[config.mk]
export PLATFORM = sky130hd
export DESIGN_NAME = mdec_cs
export DESIGN_NICKNAME = d
export VERILOG_FILES = /design/src/rtl/mdec_pkg.sv /design/src/rtl/mdec_on_qual.sv /design/src/rtl/mdec_phase_trk.sv /design/src/rtl/mdec_rx_out.sv /design/src/rtl/mdec_cs.sv
export SDC_FILE = /design/constraint.sdc
export NUM_CORES = 1
export LEC_CHECK = 0
export ABC_AREA = 1
export BUFFER_PORTS_ARGS = -buffer_cell sky130_fd_sc_hd__buf_2
export CORE_MARGIN = 4
export CORE_UTILIZATION = 62
export DETAILED_ROUTE_END_ITERATION = 8
export PLACE_DENSITY = 0.79
export SLEW_MARGIN = 0
export SYNTH_ARGS = -nofsm -noshare
export SYNTH_HDL_FRONTEND = slang
export SYNTH_SLANG_ARGS = --single-unit
[constraint.sdc]
create_clock -name clk -period 2.3 [get_ports clk]
set_clock_uncertainty 0.15 [all_clocks]
set_input_delay 0.23 -clock clk [delete_from_list [all_inputs] [get_ports clk]]
set_output_delay 0.23 -clock clk [all_outputs]
set_load 0.03 [all_outputs]
[src/rtl/mdec_pkg.sv]
// Shared types for the Manchester decoder.
// Assumes: nothing beyond IEEE 1800-2017.
package mdec_pkg;

    // Decoder progress: waiting for carrier, hunting the preamble, locked
    typedef enum logic [1:0] {
        ST_IDLE = 2'd0,
        ST_HUNT = 2'd1,
        ST_LOCK = 2'd2
    } mdec_state_e;

endpackage

[src/rtl/mdec_on_qual.sv]
// Carrier "on" qualifier: raises on_hit on the edge that samples the
// activity qualifier high for ON_TICKS consecutive ticks.
// Assumes: arm is high only while the decoder waits for carrier.
module mdec_on_qual #(
    parameter int ON_TICKS = 4
) (
    input  logic clk,
    input  logic rst_n,
    input  logic arm,
    input  logic sig_det,
    output logic on_hit
);
    localparam int CW = $clog2(ON_TICKS + 1);

    logic [CW-1:0] run_cnt;

    assign on_hit = arm && sig_det && (int'(run_cnt) == ON_TICKS - 1);

    // Count consecutive high samples, restarting on any low sample
    always_ff @(posedge clk) begin
        if (!rst_n || !arm || !sig_det) begin
            run_cnt <= '0;
        end else if (int'(run_cnt) < ON_TICKS - 1) begin
            run_cnt <= run_cnt + 1'b1;
        end
    end
endmodule

[src/rtl/mdec_phase_trk.sv]
// Phase tracker: detects line transitions, accepts the mid-cell ones
// and counts ticks since the last accepted transition. Flags a timeout
// when OFF_TICKS pass without an accepted transition.
// Assumes: while hunting, every transition is a mid-cell one (preamble).
module mdec_phase_trk #(
    parameter int OSR       = 16,
    parameter int OFF_TICKS = 24,
    parameter int PH_W      = 5
) (
    input  logic            clk,
    input  logic            rst_n,
    input  logic            line_in,
    input  logic            hunting,
    input  logic            restart,
    output logic            fall_seen,
    output logic            timeout,
    output logic [PH_W-1:0] ph
);
    localparam int WIN_LO = (3 * OSR) / 4;
    localparam int WIN_HI = (5 * OSR) / 4;

    logic line_q;
    logic edge_now;
    logic in_win;
    logic accept;

    // Hold the previous line sample for edge detection
    always_ff @(posedge clk) begin
        if (!rst_n) begin
            line_q <= 1'b1;
        end else begin
            line_q <= line_in;
        end
    end

    assign edge_now  = line_in ^ line_q;
    assign in_win    = (int'(ph) >= WIN_LO - 1) && (int'(ph) <= WIN_HI - 1);
    assign accept    = edge_now && (hunting || in_win);
    assign fall_seen = accept && line_q && !line_in;
    assign timeout   = (int'(ph) == OFF_TICKS - 1) && !accept;

    // Ticks since the last accepted transition, saturating
    always_ff @(posedge clk) begin
        if (!rst_n || restart || accept) begin
            ph <= '0;
        end else if (int'(ph) < OFF_TICKS) begin
            ph <= ph + 1'b1;
        end
    end
endmodule

[src/rtl/mdec_rx_out.sv]
// Output stage: builds the recovered clock and data from the phase count.
// The clock rises a quarter bit after each accepted mid-cell transition and
// falls half a bit later. Data is sampled at the clock rise and presented
// one tick later.
// Assumes: ph restarts at every accepted mid-cell transition.
module mdec_rx_out #(
    parameter int OSR  = 16,
    parameter int PH_W = 5
) (
    input  logic            clk,
    input  logic            rst_n,
    input  logic            locked,
    input  logic            drop,
    input  logic            line_in,
    input  logic [PH_W-1:0] ph,
    output logic            rclk,
    output logic            rdata
);
    localparam int QTR  = OSR / 4;
    localparam int HALF = OSR / 2;

    logic bit_q;

    // Drive clock and data, forcing rest levels whenever not locked
    always_ff @(posedge clk) begin
        if (!rst_n || !locked || drop) begin
            rclk  <= 1'b0;
            rdata <= 1'b1;
            bit_q <= 1'b1;
        end else begin
            if (int'(ph) == QTR - 1) begin
                rclk  <= 1'b1;
                bit_q <= line_in;
            end else if (int'(ph) == QTR + HALF - 1) begin
                rclk <= 1'b0;
            end
            if (int'(ph) == QTR) begin
                rdata <= bit_q;
            end
        end
    end
endmodule

[src/rtl/mdec_cs.sv]
// Manchester decoder top: carrier qualification, preamble hunt and lock.
// The carrier comes up after a sustained qualifier. The decoder locks on
// the second falling preamble transition and drops after 1.5 bit times
// without a mid-cell transition.
// Assumes: clk runs at OSR ticks per bit cell, inputs are synchronous.
module mdec_cs
    import mdec_pkg::*;
#(
    parameter int OSR        = 16,
    parameter int ON_TICKS   = 4,
    parameter int OFF_TICKS  = 24,
    parameter int LOCK_FALLS = 2
) (
    input  logic clk,
    input  logic rst_n,
    input  logic line_in,
    input  logic sig_det,
    output logic carrier,
    output logic rclk,
    output logic rdata
);
    localparam int PH_W = $clog2(OFF_TICKS + 1);
    localparam int FCW  = $clog2(LOCK_FALLS + 1);

    mdec_state_e     state;
    logic [FCW-1:0]  falls;
    logic            on_hit;
    logic            fall_seen;
    logic            timeout;
    logic [PH_W-1:0] ph;
    logic            drop;

    assign drop = (state != ST_IDLE) && timeout;

    mdec_on_qual #(.ON_TICKS(ON_TICKS)) u_on (
        .clk(clk), .rst_n(rst_n), .arm(state == ST_IDLE),
        .sig_det(sig_det), .on_hit(on_hit)
    );

    mdec_phase_trk #(.OSR(OSR), .OFF_TICKS(OFF_TICKS), .PH_W(PH_W)) u_ph (
        .clk(clk), .rst_n(rst_n), .line_in(line_in),
        .hunting(state == ST_HUNT), .restart(on_hit),
        .fall_seen(fall_seen), .timeout(timeout), .ph(ph)
    );

    mdec_rx_out #(.OSR(OSR), .PH_W(PH_W)) u_out (
        .clk(clk), .rst_n(rst_n), .locked(state == ST_LOCK), .drop(drop),
        .line_in(line_in), .ph(ph), .rclk(rclk), .rdata(rdata)
    );

    // Sequence idle -> hunt -> lock and drive the carrier flag
    always_ff @(posedge clk) begin
        if (!rst_n) begin
            state   <= ST_IDLE;
            carrier <= 1'b0;
            falls   <= '0;
        end else begin
            case (state)
                ST_IDLE: if (on_hit) begin
                    state   <= ST_HUNT;
                    carrier <= 1'b1;
                    falls   <= '0;
                end
                ST_HUNT: if (timeout) begin
                    state   <= ST_IDLE;
                    carrier <= 1'b0;
                end else if (fall_seen) begin
                    if (int'(falls) == LOCK_FALLS - 1) state <= ST_LOCK;
                    else falls <= falls + 1'b1;
                end
                ST_LOCK: if (timeout) begin
                    state   <= ST_IDLE;
                    carrier <= 1'b0;
                end
                default: state <= ST_IDLE;
            endcase
        end
    end


    idle_lvl_chk: assert property (@(posedge clk) disable iff (!rst_n)
        !carrier |-> (!rclk && rdata));


    no_early_on_chk: assert property (@(posedge clk) disable iff (!rst_n)
        (state == ST_IDLE && !sig_det) |=> !carrier);


    clk_needs_car_chk: assert property (@(posedge clk) disable iff (!rst_n)
        $rose(rclk) |-> carrier);


    data_after_rise_chk: assert property (@(posedge clk) disable iff (!rst_n)
        (carrier && !$stable(rdata)) |-> ($past(rclk) && !$past(rclk, 2)));


    drop_rest_chk: assert property (@(posedge clk) disable iff (!rst_n)
        $fell(carrier) |-> (!rclk && rdata));
endmodule

# Word-level counts from Yosys, hierarchy flattened
# Cells that the tools add are included.
[totals] regBits=17 output_inout_bits=3 elab_cells=79
[classes] addsub=3 magnitude_cmp=4 eq_ne=16 n_mux=16 bitwise=1 reduce_logical=30
[op_table] cell="2-to-1 mux 2 bit" n=9
[op_table] cell="equality test 5 bit, second input constant" n=2
[op_table] cell="logical AND 1 bit" n=8
[op_table] cell="!= test 2 bit, second input constant" n=4
[op_table] cell="nonzero test 2 bit" n=4
[op_table] cell="logical OR 1 bit" n=7
[op_table] cell="zero test 1 bit" n=6
[op_table] cell="!= test 3 bit, second input constant" n=2
[op_table] cell="one-hot mux 2 bit (3 select lines)" n=1
[op_table] cell="adder 5 x 1 -> 5 bit, second input constant" n=1
[op_table] cell="equality test 5 x 3 -> 1 bit, second input constant" n=1
[op_table] cell="equality test 5 x 4 -> 1 bit, second input constant" n=1
[op_table] cell=">= comparator 5 x 4 -> 1 bit, second input constant" n=1
[op_table] cell="<= comparator 5 bit, second input constant" n=1
[op_table] cell="< comparator 5 bit, second input constant" n=1
[op_table] cell="AND reduction 5 bit" n=1
[op_table] cell="equality test 2 bit, second input constant" n=2
[op_table] cell="2-to-1 mux 1 bit" n=4
[op_table] cell="!= test 2 x 1 -> 1 bit, second input constant" n=2
[op_table] cell="one-hot mux 2 bit (2 select lines)" n=1
[op_table] cell="AND reduction 4 bit" n=1
[op_table] cell="adder 3 x 1 -> 3 bit, second input constant" n=1
[op_table] cell="equality test 3 bit, second input constant" n=1
[op_table] cell="< comparator 3 x 2 -> 1 bit, second input constant" n=1
[op_table] cell="7 further kinds" n=7

# Depth between registers and ports, before layout
# Gate-level depths: netlist of run 1.
[depth] word_depth=9 ltp_mapped=11 ltp_nobuf=11

# Hierarchy
# A second synthesis of run 1 with hierarchy kept.
[unflattened] hier_cells=163 hier_area_um2=1107.3
[modules_own_cells] module="mdec_cs" n_inst=1 cells_per_inst=65 area_per_inst_um2=431.7
[modules_own_cells] module="mdec_phase_trk" n_inst=1 cells_per_inst=47 area_per_inst_um2=334.1
[modules_own_cells] module="mdec_on_qual" n_inst=1 cells_per_inst=27 area_per_inst_um2=175.2
[modules_own_cells] module="mdec_rx_out" n_inst=1 cells_per_inst=24 area_per_inst_um2=166.4

# Worst setup path before layout of run 1
# No wires, ideal clock.
[synth_path] kind="register to register" start="register state[1]" end="register state[0]" setup_time_ns=0.115 arrival_ns=1.304 t_required_ns=2.035 path_slack_ns=0.731 path_stages_with_launch=11 n_path_buf=0 synth_period_minus_slack_ns=1.569 path_cell_list="dfxtp_1 -> inv_1 -> ha_1 -> inv_1 -> nand3_2 -> nand2_4 -> nand2_4 -> a21oi_2 -> nand3_1 -> nand2_1 -> nor2_1"
[synth_between] elab_chain_len=7
[synth_lines] element="from (decl)" line="mdec_cs.sv:25" source="mdec_state_e state;"
[synth_lines] element="equality test 2 x 1 -> 1 bit" line="mdec_cs.sv:42, mdec_cs.sv:58"
[synth_lines] element="logical OR 1 bit" line="mdec_phase_trk.sv:38" source="assign accept = edge_now && (hunting || in_win);"
[synth_lines] element="logical AND 1 bit" line="mdec_phase_trk.sv:38"
[synth_lines] element="zero test 1 bit or logical AND 1 bit (tied branches)" line="mdec_phase_trk.sv:40, mdec_phase_trk.sv:39"
[synth_lines] element="logical AND 1 bit, on equally long branches" line="mdec_phase_trk.sv:40, mdec_phase_trk.sv:39"
[synth_lines] element="!= test 3 bit (no source line), or another cell as far along"
[synth_lines] element="AND reduction 4 bit (no source line) or one-hot mux 2 bit (3 select lines) (tied branches)"
# Parallel ways exist; a longest one is shown, timed or not.
# A chain may end at the register's enable or synchronous reset.

# Final worst setup path of run 1
[layout_path] start="register state[1]" end="register falls[1]"
[layout_between] elab_chain_len=7
[layout_lines] element="equality test 2 x 1 -> 1 bit" line="mdec_cs.sv:42, mdec_cs.sv:58"
[layout_lines] element="logical OR 1 bit" line="mdec_phase_trk.sv:38"
[layout_lines] element="logical AND 1 bit" line="mdec_phase_trk.sv:38"
[layout_lines] element="zero test 1 bit or logical AND 1 bit (tied branches)" line="mdec_phase_trk.sv:40, mdec_phase_trk.sv:39"
[layout_lines] element="logical AND 1 bit, on equally long branches" line="mdec_phase_trk.sv:40, mdec_phase_trk.sv:39"
[layout_lines] element="!= test 2 bit (no source line)"
[layout_lines] element="AND reduction 5 bit (no source line)"
[layout_lines] element="to (signal assigned)" line="mdec_cs.sv:69" source="else falls <= falls + 1'b1;"
[layout_lines] element="to (decl)" line="mdec_cs.sv:26" source="logic [FCW-1:0] falls;"
# Parallel ways exist; a longest one is shown, timed or not.

==> out/summary.md, run 1 <==
• finished clean — outcome
• 152 — total placed cells including tap cells
• 21.4% — met1 demand-to-capacity share in global routing
• 0 — number of max-slew violations in the final report
• 0.315 ns — pin slew with the least headroom to its limit
• flip-flop — Worst Setup Start Kind
• 48.0 um — DIE WIDTH
• 0.28 ns — latest clock arrival within the worst-skew pair
• 35.2% — combinational power share
• met2 — routing layer with the top usage in global route
• 0 — Routed Antenna Nets
• 0 — endpoints failing setup
• 17 — total of flip-flops plus latches after synthesis
• 0 — post-cts repair resize count
• 18.3% — All-Layer GR Usage
• 0.563 ns — Setup WS post-layout
• 1330 um — detailed placement HPWL
• 34.3% — proportion of netlist area held by the largest area contributor
• 0.563 ns — pre-CTS setup slack
• 0 — number of synthesized flops with an enable pin
• 156 — filler-free cell count of the finished design
• sky130_fd_sc_hd__nand2_1 (27), sky130_fd_sc_hd__inv_1 (18), sky130_fd_sc_hd__dfxtp_1 (17) — most common library cells after synthesis
• 17 — total clock sinks
• 0 — Hold Vio Cnt, Final
• 34.3% — sequential share of the synthesized area
• 0 — number of design rule violations left after detail routing
• 3 — number of buffers inserted during clock tree synthesis
• 0% — async set-or-reset flop fraction in the synthesized netlist
• 0.300 mW — net switching power
• 5.37 — vias per cell
• 19.0% — clock network power share
• 4 — DRT Pass-1 Iters
• 7.52 um^2 — syn avg cell area
• sky130_fd_sc_hd__dfxtp_1 — most used flip-flop cell after synthesis
• 31.1% — met2 usage
• 0 — sum of overflow across all layers after global routing
• flip-flop to flip-flop — Crit Path Class
• 7 — top-level port count
• 75.5% — ratio of final minimum period to clock period
• 1.77 ns — Data arrival, critical path
• 0 — count of hold-fix buffers inserted at cts
• 992 um^2 — combined area of all synthesized cells
• 0 — buffers inserted during post-CTS setup optimization
• 6 — Port Buffer Count
• 0.811 mW — total power consumption of the routed design
• sky130_fd_sc_hd__dfxtp_1 — area leader, netlist
• 0 ns — Total Negative Setup Slacks
• 0 — number of antenna repair diodes
• 154 — number of nets in the layout
• 770 nW/um^2 — areal power density over the cells
• 0.09 ns — clock transition at the registers of the reported paths
• 132 — number of instances in the synthesized netlist
• 0 — synthesis warning total
• 759 — vias in the first global route
• 1.74 ns — clock period minus final worst setup slack
• 0.526 nW — Leak
• 1510 um^2 — floorplan core area
• sky130_fd_sc_hd__dfxtp_1 (34%), sky130_fd_sc_hd__ha_1 (11%), sky130_fd_sc_hd__nand2_1 (10%) — leading post-synthesis cells by cell area
• 2300 um^2 — area enclosed by the die boundary
• 145 — syn_nets
• 12.9% — share of final-layout standard cells stronger than drive strength 1
• 8 — DR iter-0 viols
• sky130_fd_sc_hd__nand2_1 — cell with the most instances after synthesis
• 0 — max-capacitance violation count
• 0 — number of antenna violations at the first check in global routing
• sky130_fd_sc_hd__clkbuf_4 — CTS root buf
• 78.8% — worst-case headroom to the max-slew limit
• 0.891 — final weighted congestion of routability-driven global placement
• 1 — H-tree depth reported by CTS
• 837 — vias post-DR
• 24 — Netlist cell types
• 37.0% — net switching fraction of the power
• 576 MHz — max frequency
• built — CTS tree
• 549 uV — IR drop worst, VDD
• 10.4 um — routed length per placed instance
• 1630 um — Routed Wire Length
• 133 — Layout fillers
• 2960 um — first-pass GRT wire length
• 48.0 um — vertical die dimension
• 2.33 ns — Worst EP required
• 0.510 mW — cell internal pwr
• 4.51% — met3 demand-to-capacity share in global routing
• 65.9% — Starting Density
• 45.8% — share of total power in sequential cells
• input pin to flip-flop — type of the most critical hold path
• 2 — CTS max path bufs
• 6 — maximum fanout along the worst path
• 69.9% — final core utilization
• flip-flop — crit path capture type
• 14 — Std-Cell Rows
• 6.05% — Layout Area Growth over Synthesis
• 10 — pin count of the biggest net entering global routing
• false — setup repair after global routing missed its margin
[cells in the final DEF, fill, tap and decap left out, drive strengths merged]
cell	synthesis	final
nand2	29	29
inv	19	19
dfxtp	17	17
nor2	17	17
nand3	17	17
a21oi	10	10
ha	9	9
buf	2	6
clkbuf	0	4
xor2	3	3
o211ai	2	2
o31ai	1	1
o21ai	1	1
nor3	1	1
nand4	1	1
a211oi	1	1
o21bai	1	1
nand3b	1	1
[area by class of cell]
class | instances | area, um^2 | share of cell area, %
clock buffers | 4 | 26.3 | 2.50
inverters | 19 | 71.3 | 6.78
multi-input cells | 94 | 564 | 53.6
flip-flops and latches | 17 | 340 | 32.3
well taps | 16 | 20.0 | 1.90
repair buffers | 6 | 30.0 | 2.85
[sequential cells by signal, indices dropped and copies added, names as in the netlist, 2 cells and up]
register and count:
falls 2, state 2, u_on.run_cnt 3, u_ph.ph 5
[worst max-delay path: stages, from the launching register on]
cell,delay [ns]
sky130_fd_sc_hd__dfxtp_1,0.34
sky130_fd_sc_hd__inv_1,0.12
sky130_fd_sc_hd__ha_1,0.23
sky130_fd_sc_hd__inv_1,0.13
sky130_fd_sc_hd__o31ai_1,0.33
sky130_fd_sc_hd__nand2_1,0.13
sky130_fd_sc_hd__o21ai_0,0.16
sky130_fd_sc_hd__a21oi_1,0.05
[power groups by stage]
stage	sequential [mW]	combinational (mW)	clock [mW]
floorplan	0.377	0.233	0
global placement	0.375	0.277	0
detailed placement	0.378	0.286	0
CTS	0.371	0.287	0.164
global route	0.379	0.333	0.176
finish	0.371	0.285	0.154
[metrics by stage]
stage	area [um^2]	hold WS [ns]
floorplan	992	0.177
global placement	1030	0.294
detailed placement	1030	0.305
CTS	1050	0.00762
global route	1050	0.0286
finish	1050	0.0141
[cell families (layout without fill, tap and decap cells)]
| family | after synthesis | after routing | share of synthesized area, % |
|---|---|---|---|
| flops | 17 | 17 | 34.3 |
| buf+inv | 21 | 29 | 8.83 |
| simple gates | 66 | 66 | 32.8 |
| fa+ha+maj | 9 | 9 | 11.3 |
| xor+xnor | 3 | 3 | 2.65 |
| compound gates | 16 | 16 | 10.1 |
[routing by layer]
metal	up-vias	routed length [um]
met3	6	65
met4	0	29
met1	369	732
met2	18	799
met5	-	0
li1	444	-
[path summary, 6_finish.rpt]
check	start	end	slack, ns	cells past startpoint
setup / recovery	state[1]$_SDFFE_PN0P_	falls[1]$_SDFFE_PN0P_	0.56	7
hold reg to reg	carrier$_SDFFE_PN0P_	carrier$_SDFFE_PN0P_	0.31	2
setup reg to reg	state[1]$_SDFFE_PN0P_	falls[1]$_SDFFE_PN0P_	0.56	7
hold / removal	line_in	u_ph.line_q$_SDFF_PN1_	0.01	3
(Power assumes the default switching activity.)
==> inputs of run 2 (changes only) <==
Settings changed: CORE_UTILIZATION 62 to 52, PLACE_DENSITY 0.79 to 0.7.
Clock period 2.3 ns to 1.5 ns, I/O delays scaled along.
==> run 2 against run 1 <==
- the flow now finishes with violations (negative setup slack)
- final cell count rose by 19%
- die area rose by 16%
- utilization rose by 3.3 points
- global-route usage fell by 1.5 points
- largest cell class unchanged
- highest routed layer unchanged
==> out/summary.md, run 2 (synthesized netlist as in run 1, its figures left out) <==
• sky130_fd_sc_hd__clkbuf_4 — CTS root buf
• 1480 um — detailed placement HPWL
• 0 — Routed Antenna Nets
• 151 — Layout fillers
• 177 — total placed cells including tap cells
• 34.4% — share of final-layout standard cells stronger than drive strength 1
• 3 — Hold Crit Depth
• negative setup slack — violations in the final reports
• 174 — number of nets in the layout
• 347 um^2 — Sequential Area
• 0 — number of antenna violations at the first check in global routing
• 0.10 ns — clock transition at the registers of the reported paths
• 0.29 ns — latest clock arrival within the worst-skew pair
• 2 — CTS max path bufs
• 11.2 um — routed length per placed instance
• 860 — vias in the first global route
• 5 — max reg flops
• u_ph.ph (5), u_on.run_cnt (3) — largest registers
• 5 — endpoints failing setup
• 0.0122 ns — worst hold-check slack
• flip-flop to flip-flop — Crit Path Class
• u_ph.ph[1]$_SDFFE_PP0P_ — origin of the critical flop-to-flop path
• 0.354 ns — pin slew with the least headroom to its limit
• true — setup repair after global routing missed its margin
• sky130_fd_sc_hd__nand2_1 — leading cell type in the layout, fill and taps excluded
• 73.1% — final core utilization
• 15 — Std-Cell Rows
• 17 — total clock sinks
• built — CTS tree
• 0.782 — final weighted congestion of routability-driven global placement
• sky130_fd_sc_hd__nand2_1 (24), sky130_fd_sc_hd__buf_4 (18), sky130_fd_sc_hd__inv_1 (15) — commonest non-fill, non-tap cells in the layout
• 950 um — wire length on met1
• state[0]$_SDFFE_PN0P_ — destination of the critical timing path
• 0 — Hold Vio Cnt, Final
• 3400 um — first-pass GRT wire length
• 1 — H-tree depth reported by CTS
• 10 — pin count of the biggest net entering global routing
• 1.65 ns — Data arrival, critical path
• 787 uV — IR drop worst, VDD
• state[0]$_SDFFE_PN0P_ — Crit Reg-Reg Endpoint
• 1760 um^2 — floorplan core area
• 0 — number of max-slew violations in the final report
• -0.108 ns — pre-CTS setup slack
• 51.7 um — vertical die dimension
• met4 — max layer used
• 5 — maximum fanout along the worst path
• 21 — DR iter-0 viols
• 0 — max-capacitance violation count
• -0.114 ns — Setup WS post-layout
• 629 um^2 — multi-input combinational cell area
• 4 — DRT Pass-1 Iters
• 1160 nW/um^2 — areal power density over the cells
• -0.11 ns — reg-to-reg setup timing slack
• 185 — filler-free cell count of the finished design
• u_ph.ph — register with the most flip-flops
• finished, violations left — outcome
• flip-flop — crit path capture type
• 1020 um — met2 wire length
• 6 — Port Buffer Count
• 4.92 — vias per cell
• 0 — number of antenna repair diodes
• 0.624 nW — Leak
• 0 — number of design rule violations left after detail routing
• input pin to flip-flop — type of the most critical hold path
• 619 MHz — max frequency
• 2070 um — Routed Wire Length
• 65 um — met3 routed WL
• 910 — vias post-DR
• 11 — worst r2r path cells
• flip-flop — Worst Setup Start Kind
• 76.2% — worst-case headroom to the max-slew limit
• 3 — number of buffers inserted during clock tree synthesis
• u_ph.ph[1]$_SDFFE_PP0P_ — Crit. Startpoint
• 7 — top-level port count
• 2670 um^2 — area enclosed by the die boundary
• 0 — sum of overflow across all layers after global routing
• 16.8% — All-Layer GR Usage
• 108% — ratio of final minimum period to clock period
• 1.61 ns — clock period minus final worst setup slack
• 30.0% — Layout Area Growth over Synthesis
• 1.54 ns — Worst EP required
• 56.2% — Starting Density
• 51.7 um — DIE WIDTH
-- run 2: worst min path at each step --
stage	from	to	slack, ns
after global routing	rst_n	state[0]$_SDFFE_PN0P_	0.03
after global placement	line_in	u_ph.line_q$_SDFF_PN1_	0.22
after floorplan	line_in	u_ph.line_q$_SDFF_PN1_	0.1
final	rst_n	state[0]$_SDFFE_PN0P_	0.01
after CTS	rst_n	state[0]$_SDFFE_PN0P_	0.01
after detailed placement	line_in	u_ph.line_q$_SDFF_PN1_	0.22
-- run 2: critical path: stages (launching register included) --
cell,delay (ns)
sky130_fd_sc_hd__dfxtp_4,0.37
sky130_fd_sc_hd__ha_4,0.17
sky130_fd_sc_hd__inv_2,0.06
sky130_fd_sc_hd__nand3_2,0.07
sky130_fd_sc_hd__nand3_2,0.07
sky130_fd_sc_hd__nand3_2,0.09
sky130_fd_sc_hd__nand2_4,0.10
sky130_fd_sc_hd__nand2_4,0.08
sky130_fd_sc_hd__a21oi_4,0.17
sky130_fd_sc_hd__nand3_2,0.09
sky130_fd_sc_hd__nand2_2,0.06
sky130_fd_sc_hd__nor2_1,0.04
-- run 2: per-layer routing --
| metal | up-vias | global-route usage [%] |
|---|---|---|
| met5 | - | 0 |
| met4 | 0 | 6.99 |
| met2 | 17 | 28.8 |
| li1 | 482 | - |
| met1 | 406 | 20.7 |
| met3 | 5 | 2.58 |
-- run 2: per-stage QoR --
step | power (mW) | cell area [um^2] | TNS, ns
2_1_floorplan | 0.947 | 1010 | -0.0481
3_3_place_gp | 1.14 | 1170 | -0.130
3_5_place_dp | 1.16 | 1170 | -0.443
4_1_cts | 1.45 | 1240 | -0.192
5_1_grt | 1.61 | 1290 | -1.44
6_report | 1.49 | 1290 | -0.295
-- run 2: power breakdown --
part	switching [mW]	internal (mW)	total [mW]
clock network	0.142	0.103	0.246
registers	0.0504	0.518	0.569
logic	0.358	0.320	0.678
-- run 2: cell type report --
type                    instances  share of cell area (%)
flip-flops and latches         17                    26.9
multi-input cells              94                    48.8
repair buffers                 26                    14.4
well taps                      25                    2.42
clock buffers                   4                    2.04
inverters                      19                    5.53
-- run 2: timing repair --
| action | in CTS | in global routing |
|---|---|---|
| pin swaps | 1 | 7 |
| hold buffers | 2 | 0 |
| buffers inserted | 0 | 2 |
| endpoints found under the setup margin | 10 | 13 |
| resized for setup | 6 | 12 |
| hold endpoints to repair | 1 | 0 |
